File: src/rtl/dlog_pkg.sv
package dlog_pkg;
  localparam int IDX_FIELD_W = 19;
  localparam int FSC_LSB     = 26;
  localparam int FSC_W       = 6;
  localparam int RSVD_LO_W   = FSC_LSB - IDX_FIELD_W;

  typedef enum logic [1:0] {
    EV_OK  = 2'b00,
    EV_EXT = 2'b01,
    EV_GPF = 2'b10,
    EV_RSV = 2'b11
  } ev_kind_e;

  localparam logic [FSC_W-1:0] FSC_NONE = 6'b000000;
  localparam logic [FSC_W-1:0] FSC_EXT  = 6'b010000;
  localparam logic [FSC_W-1:0] FSC_GPF  = 6'b101000;
endpackage

File: src/rtl/dlog_index_ctr.sv
module dlog_index_ctr #(
  parameter int DEPTH_LOG2 = 19
) (
  input  logic                  clk,
  input  logic                  rst_n,
  input  logic                  load,
  input  logic [DEPTH_LOG2-1:0] load_val,
  input  logic                  step,
  output logic [DEPTH_LOG2-1:0] idx
);
  // Power-of-two depth: natural overflow implements the wrap.
  always_ff @(posedge clk) begin
    if (!rst_n)    idx <= '0;
    else if (load) idx <= load_val;
    else if (step) idx <= idx + 1'b1;
  end
endmodule

File: src/rtl/dlog_fault_trap.sv
module dlog_fault_trap
  import dlog_pkg::*;
#(
  parameter bit REALM_EN = 1'b1
) (
  input  logic             clk,
  input  logic             rst_n,
  input  logic             load,
  input  logic [FSC_W-1:0] load_val,
  input  logic             hit,
  input  ev_kind_e         kind,
  output logic [FSC_W-1:0] code,
  output logic             pending
);
  logic [FSC_W-1:0] new_code;

  generate
    if (REALM_EN) begin : g_realm
      always_comb new_code = (kind == EV_GPF) ? FSC_GPF : FSC_EXT;
    end else begin : g_plain
      always_comb new_code = FSC_EXT;
    end
  endgenerate

  assign pending = (code != FSC_NONE);

  always_ff @(posedge clk) begin
    if (!rst_n)               code <= FSC_NONE;
    else if (load)            code <= load_val;
    else if (hit && !pending) code <= new_code;
  end
endmodule

File: src/rtl/dlog_reg_pack.sv
module dlog_reg_pack
  import dlog_pkg::*;
#(
  parameter int DEPTH_LOG2 = 19
) (
  input  logic [DEPTH_LOG2-1:0] idx,
  input  logic [FSC_W-1:0]      code,
  output logic [63:0]           word
);
  logic [IDX_FIELD_W-1:0] idx_field;

  generate
    if (DEPTH_LOG2 < IDX_FIELD_W) begin : g_pad
      assign idx_field = {{(IDX_FIELD_W-DEPTH_LOG2){1'b0}}, idx};
    end else begin : g_full
      assign idx_field = idx;
    end
  endgenerate

  assign word = {32'b0, code, {RSVD_LO_W{1'b0}}, idx_field};
endmodule

File: src/rtl/dlog_prod_reg.sv
module dlog_prod_reg
  import dlog_pkg::*;
#(
  parameter int DEPTH_LOG2 = 19,
  parameter bit REALM_EN   = 1'b1
) (
  input  logic        clk,
  input  logic        rst_n,
  input  logic        sw_wr_en,
  input  logic [63:0] sw_wdata,
  output logic [63:0] sw_rdata,
  input  logic        ev_valid,
  output logic        ev_ready,
  input  logic [1:0]  ev_kind,
  output logic [18:0] wr_index
);
  logic                  taken;
  logic                  pending;
  logic                  step;
  logic                  hit;
  logic [DEPTH_LOG2-1:0] idx;
  logic [FSC_W-1:0]      code;
  ev_kind_e              kind;

  assign kind     = ev_kind_e'(ev_kind);
  assign ev_ready = !sw_wr_en;
  assign taken    = ev_valid && ev_ready;
  assign step     = taken && (kind == EV_OK) && !pending;
  assign hit      = taken && (kind != EV_OK);

  dlog_index_ctr #(.DEPTH_LOG2(DEPTH_LOG2)) u_idx (
    .clk      (clk),
    .rst_n    (rst_n),
    .load     (sw_wr_en),
    .load_val (sw_wdata[DEPTH_LOG2-1:0]),
    .step     (step),
    .idx      (idx)
  );

  dlog_fault_trap #(.REALM_EN(REALM_EN)) u_fault (
    .clk      (clk),
    .rst_n    (rst_n),
    .load     (sw_wr_en),
    .load_val (sw_wdata[FSC_LSB +: FSC_W]),
    .hit      (hit),
    .kind     (kind),
    .code     (code),
    .pending  (pending)
  );

  dlog_reg_pack #(.DEPTH_LOG2(DEPTH_LOG2)) u_pack (
    .idx  (idx),
    .code (code),
    .word (sw_rdata)
  );

  assign wr_index = sw_rdata[IDX_FIELD_W-1:0];
endmodule

File: config.mk
export PLATFORM = sky130hd
export DESIGN_NAME = dlog_prod_reg
export DESIGN_NICKNAME = d
export VERILOG_FILES = /design/src/rtl/dlog_pkg.sv /design/src/rtl/dlog_index_ctr.sv /design/src/rtl/dlog_fault_trap.sv /design/src/rtl/dlog_reg_pack.sv /design/src/rtl/dlog_prod_reg.sv
export SDC_FILE = /design/constraint.sdc
export NUM_CORES = 1
export LEC_CHECK = 0
export ABC_AREA = 1
export BUFFER_PORTS_ARGS = -buffer_cell sky130_fd_sc_hd__buf_2
export CAP_MARGIN = 30
export CORE_AREA = 2 2 70 78
export DETAILED_ROUTE_END_ITERATION = 10
export DIE_AREA = 0 0 72 80
export GPL_ROUTABILITY_DRIVEN = 0
export PLACE_DENSITY = 0.84
export SETUP_SLACK_MARGIN = 0.15
export SLEW_MARGIN = 10
export SYNTH_ARGS = -nofsm -noshare
export SYNTH_HDL_FRONTEND = slang
export SYNTH_SLANG_ARGS = --single-unit
export TNS_END_PERCENT = 5
File: constraint.sdc
create_clock -name clk -period 3.83 [get_ports clk]
set_input_delay 1.149 -clock clk [delete_from_list [all_inputs] [get_ports clk]]
set_output_delay 1.149 -clock clk [all_outputs]
set_load 0.02 [all_outputs]
# --- Word level (Yosys, flattened, before mapping) ---
# Cells that the tools add are included.
totals:
  mem_bits_ro: 0
  ram_bits: 0
  ff_bits: 25
  latchBits: 0
  wordCells: 21
  n_memories: 0
op_classes:
  muxes: 5
  eq_ne: 1
  magnitude_cmp: 0
  n_reduce_logical: 12
  addsub: 1
  bitwise: 0
  n_mul: 0
  shift: 0
  div: 0
ops:
  columns: ["cell", "n"]
  rows:
  - ["19-bit two-way mux", 2]
  - ["19-bit by 1-bit adder with 19-bit output (second input constant)", 1]
  - ["6-bit two-way mux", 3]
  - ["2-bit nonzero test", 3]
  - ["6-bit nonzero test", 1]
  - ["1-bit logical AND", 5]
  - ["2-bit equality test (second input constant)", 1]
  - ["1-bit logical NOT", 2]
  - ["2-bit logical NOT", 1]

# --- Logic depth before layout (Yosys ltp) ---
depth:
  word_depth: 6
  ltp_mapped: 10
  mapped_depth_nobuf: 10

# --- Hierarchy ---
# A second synthesis with hierarchy kept.
hier_totals:
  cells_unflattened: 328
  area_unflattened_um2: 2253.4
by_module_without_submodules:
  columns: ["mod", "cells_each", "instances", "area_per_inst_um2", "seq_area_each_um2"]
  rows:
  - ["dlog_index_ctr", 192, 1, 1272.5, 380.4]
  - ["dlog_reg_pack", 65, 1, 484.2, 0.0]
  - ["dlog_fault_trap", 44, 1, 317.8, 120.1]
  - ["dlog_prod_reg", 27, 1, 178.9, 0.0]

# --- Least setup slack after synthesis ---
# Ideal clock, no wire load.
synth_timing:
  kind: "input-to-output"
  from: "input port sw_wr_en"
  to: "output port ev_ready"
  arrival_time_ns: 1.578
  cell_stages: 3
  n_path_buf: 2
  setup_slack_ns: 1.103
  cell_sequence: "inv_2 > buf_4 > buf_2"
synth_via:
  elab_chain_cells: 1
synth_lines:
  columns: ["item", "line", "source"]
  rows:
  - ["from (decl)", "dlog_prod_reg.sv:9", "input logic sw_wr_en,"]
  - ["1-bit logical NOT", "dlog_prod_reg.sv:26", "assign ev_ready = !sw_wr_en;"]
  - ["to (decl)", "dlog_prod_reg.sv:13", "output logic ev_ready,"]
# No other way between the ends.

# --- Worst setup path in the final report ---
# Ends and elaborated chain as after synthesis.

==> metrics.yaml <==
status: "complete, no violations"
multiInputGateArea_um2: 1170
viasPerCell: 4.67
crit_path_start_kind: "input port"
fillers: 519
grt_pass1_vias: 1714
die_area_um2: 5760
synth.top_cell.area_share_pct: 23.7
ys_warn_count: 0
critical_path_class: "input port to primary output"
synth_edf_count: 0
cts.path.max_buffers: 2
report.final.slew_viol_count: 0
vdd_ir_drop_max_v: 0.000167
critical_path.startpoint: "sw_wr_en"
tns_ps: 0
wl_mm: 4.65
power_density_nw_per_um2: 292
cts_tree: "built"
synth_area_per_cell_um2: 6.73
core_area_um2: 4970
reg2reg_depth: 10
io_buffers: 75
crit_top_cell: "buf_2"
fin_cells: 423
critPathTopFamily: "buffers and inverters"
drcViolationCount: 0
mostFrequentLayoutCell: "buf_2"
crit_fanout: 23
synth_cell_type_count: 37
nets: 437
grt_pass1_wl_mm: 7.47
async_flop_share_pct: 0
cp.required_ps: 2680
fin_skew_ps: 5.59
cts_hold_buf: 0
fin_util_pct: 45.8
h-tree-depth: 1
die_w_um: 72
clock_latency_ps: 270
grt_max_degree: 29
endpoint_kind: "primary output"
max_slew_margin_pct: 60.9
cts-root-buf: "clkbuf_8"
slowest_stage: "buf_2"
antenna_left: 0
synth_area_um2: 2110
r2r_setup_slack_ps: 2320
fmaxAchievable_mhz: 342
cts_resized: 0
clock_sinks: 25
grt_setup_unrepaired: "false"
fin_crit_ps: 2920
synthToLayoutAreaGrowth_pct: 7.46
final_area_um2: 2270
drive_gt1_share_pct: 27.9
postCtsSetupBuffers: 0
ys_ff_latch: 25
cts_buffers: 3
final_cell_mix: "75 x buf_2, 68 x nand2_1, 39 x conb_1"
cp-endpoint: "ev_ready"
dpl_cell_area_um2: 2230
drv_cap: 0
clk_pin_slew_ps: 90
cp.arrival_ps: 1770
dp.cells: 419
rows: 27
synth_cells: 314
setup_viol: 0
path_depth: 3
io_pins: 154
start_util_pct: 42.6
slowest_delay_ps: 390
crit_chain: "buf_2 -> inv_2 -> buf_2"
antenna_found_initial: 0
dr.first_iter.drc_count: 108
yosys-top-cells-area: "dfxtp_1 24%, buf_4 21%, nand2_1 12%"
wl_per_cell_um: 11.0
ys_seq_area_share_pct: 23.7
die_h_um: 80
worst-slew-pin-transition_ps: 583
min_from: "u_fault.code[2]"
vias: 1977
synth_top_flop_cell: "dfxtp_1"
reg2reg_from: "u_idx.idx[0]"
gr-total-overflow: 0
finalHoldViolCount: 0
crit_buf_inv: 3
synth_top_area_cell: "dfxtp_1"
r2r-end: "u_idx.idx[18]"
regArea_um2: 500
hp-class: "flip-flop to flip-flop"
dp.final_hpwl_mm: 3.59
antenna_cells: 0
grt_usage_pct: 16.2
period_share_pct: 76.3
drtPass1Iterations: 4
leakage_uw: 0.00117
==> how the worst min path moves through the flow <==
stage | slack [ps] | end | depth (start not counted)
floorplan | 570 | u_fault.code[0] | 2
global placement | 480 | u_fault.code[1] | 2
detailed placement | 490 | u_fault.code[4] | 2
CTS | 510 | u_fault.code[0] | 2
global route | 540 | u_fault.code[0] | 2
finish | 510 | u_fault.code[2] | 2
==> final cells by class <==
class / count / share of cell area, %
repair buffers: 76 / 16.9
inverters: 26 / 4.41
multi-input cells: 234 / 51.5
well taps: 58 / 3.19
flip-flops and latches: 25 / 22.0
clock buffers: 4 / 1.98
==> through the flow <==
stage / setup slack, ps / hold slack [ps] / total power (uW)
floorplan: 1100 / 570 / 496
global placement: 915 / 483 / 505
detailed placement: 898 / 494 / 509
CTS: 906 / 508 / 671
global route: 844 / 536 / 701
finish: 909 / 506 / 663
==> cells in the mapped netlist (3+ instances only) <==
| master | n |
|---|---|
| o21ai_0 | 11 |
| a31oi_1 | 5 |
| nor2_4 | 7 |
| nand2_4 | 5 |
| buf_4 | 59 |
| dfxtp_1 | 25 |
| clkbuf_1 | 3 |
| buf_2 | 3 |
| a21oi_1 | 19 |
| nand4_1 | 5 |
| inv_1 | 23 |
| nand3_1 | 25 |
| nand2_1 | 68 |
| nor2_1 | 29 |
==> cell families (layout without fill, tap and decap cells) <==
family,count (synthesis),count (layout),synth area share (%)
buf+inv,93,106,27.7
xor+xnor,2,2,0.829
other cells,1,39,0.177
flops,25,25,23.7
simple gates,150,150,36.0
compound gates,42,42,11.1
fa+ha+maj,1,1,0.592
==> power by group <==
group          internal (uW)  switching (uW)  total, uW  leakage [uW]
Combinational           58.8             142        201      0.000936
Sequential               277            24.1        301      0.000207
Clock                   74.4            86.7        161     0.0000228
==> layer usage <==
metal / part of all wire [%] / track usage (%) / wire, um
met3: 8.1 / 3.03 / 375
met1: 42 / 19.7 / 1950
met2: 49 / 28.8 / 2300
met4: 0.62 / 4.72 / 29
met5: 0 / 0 / 0
==> flip-flops by register name, indices dropped and copies added, names as in the netlist <==
register / count
u_fault.code: 6
u_idx.idx: 19
==> tightest hold or removal path, stage by stage, from the launching register on <==
cell and delay, ps:
dfxtp_1 330, nand3_1 80, a21oi_1 50
No activity file was read; power rests on OpenSTA's default activity.
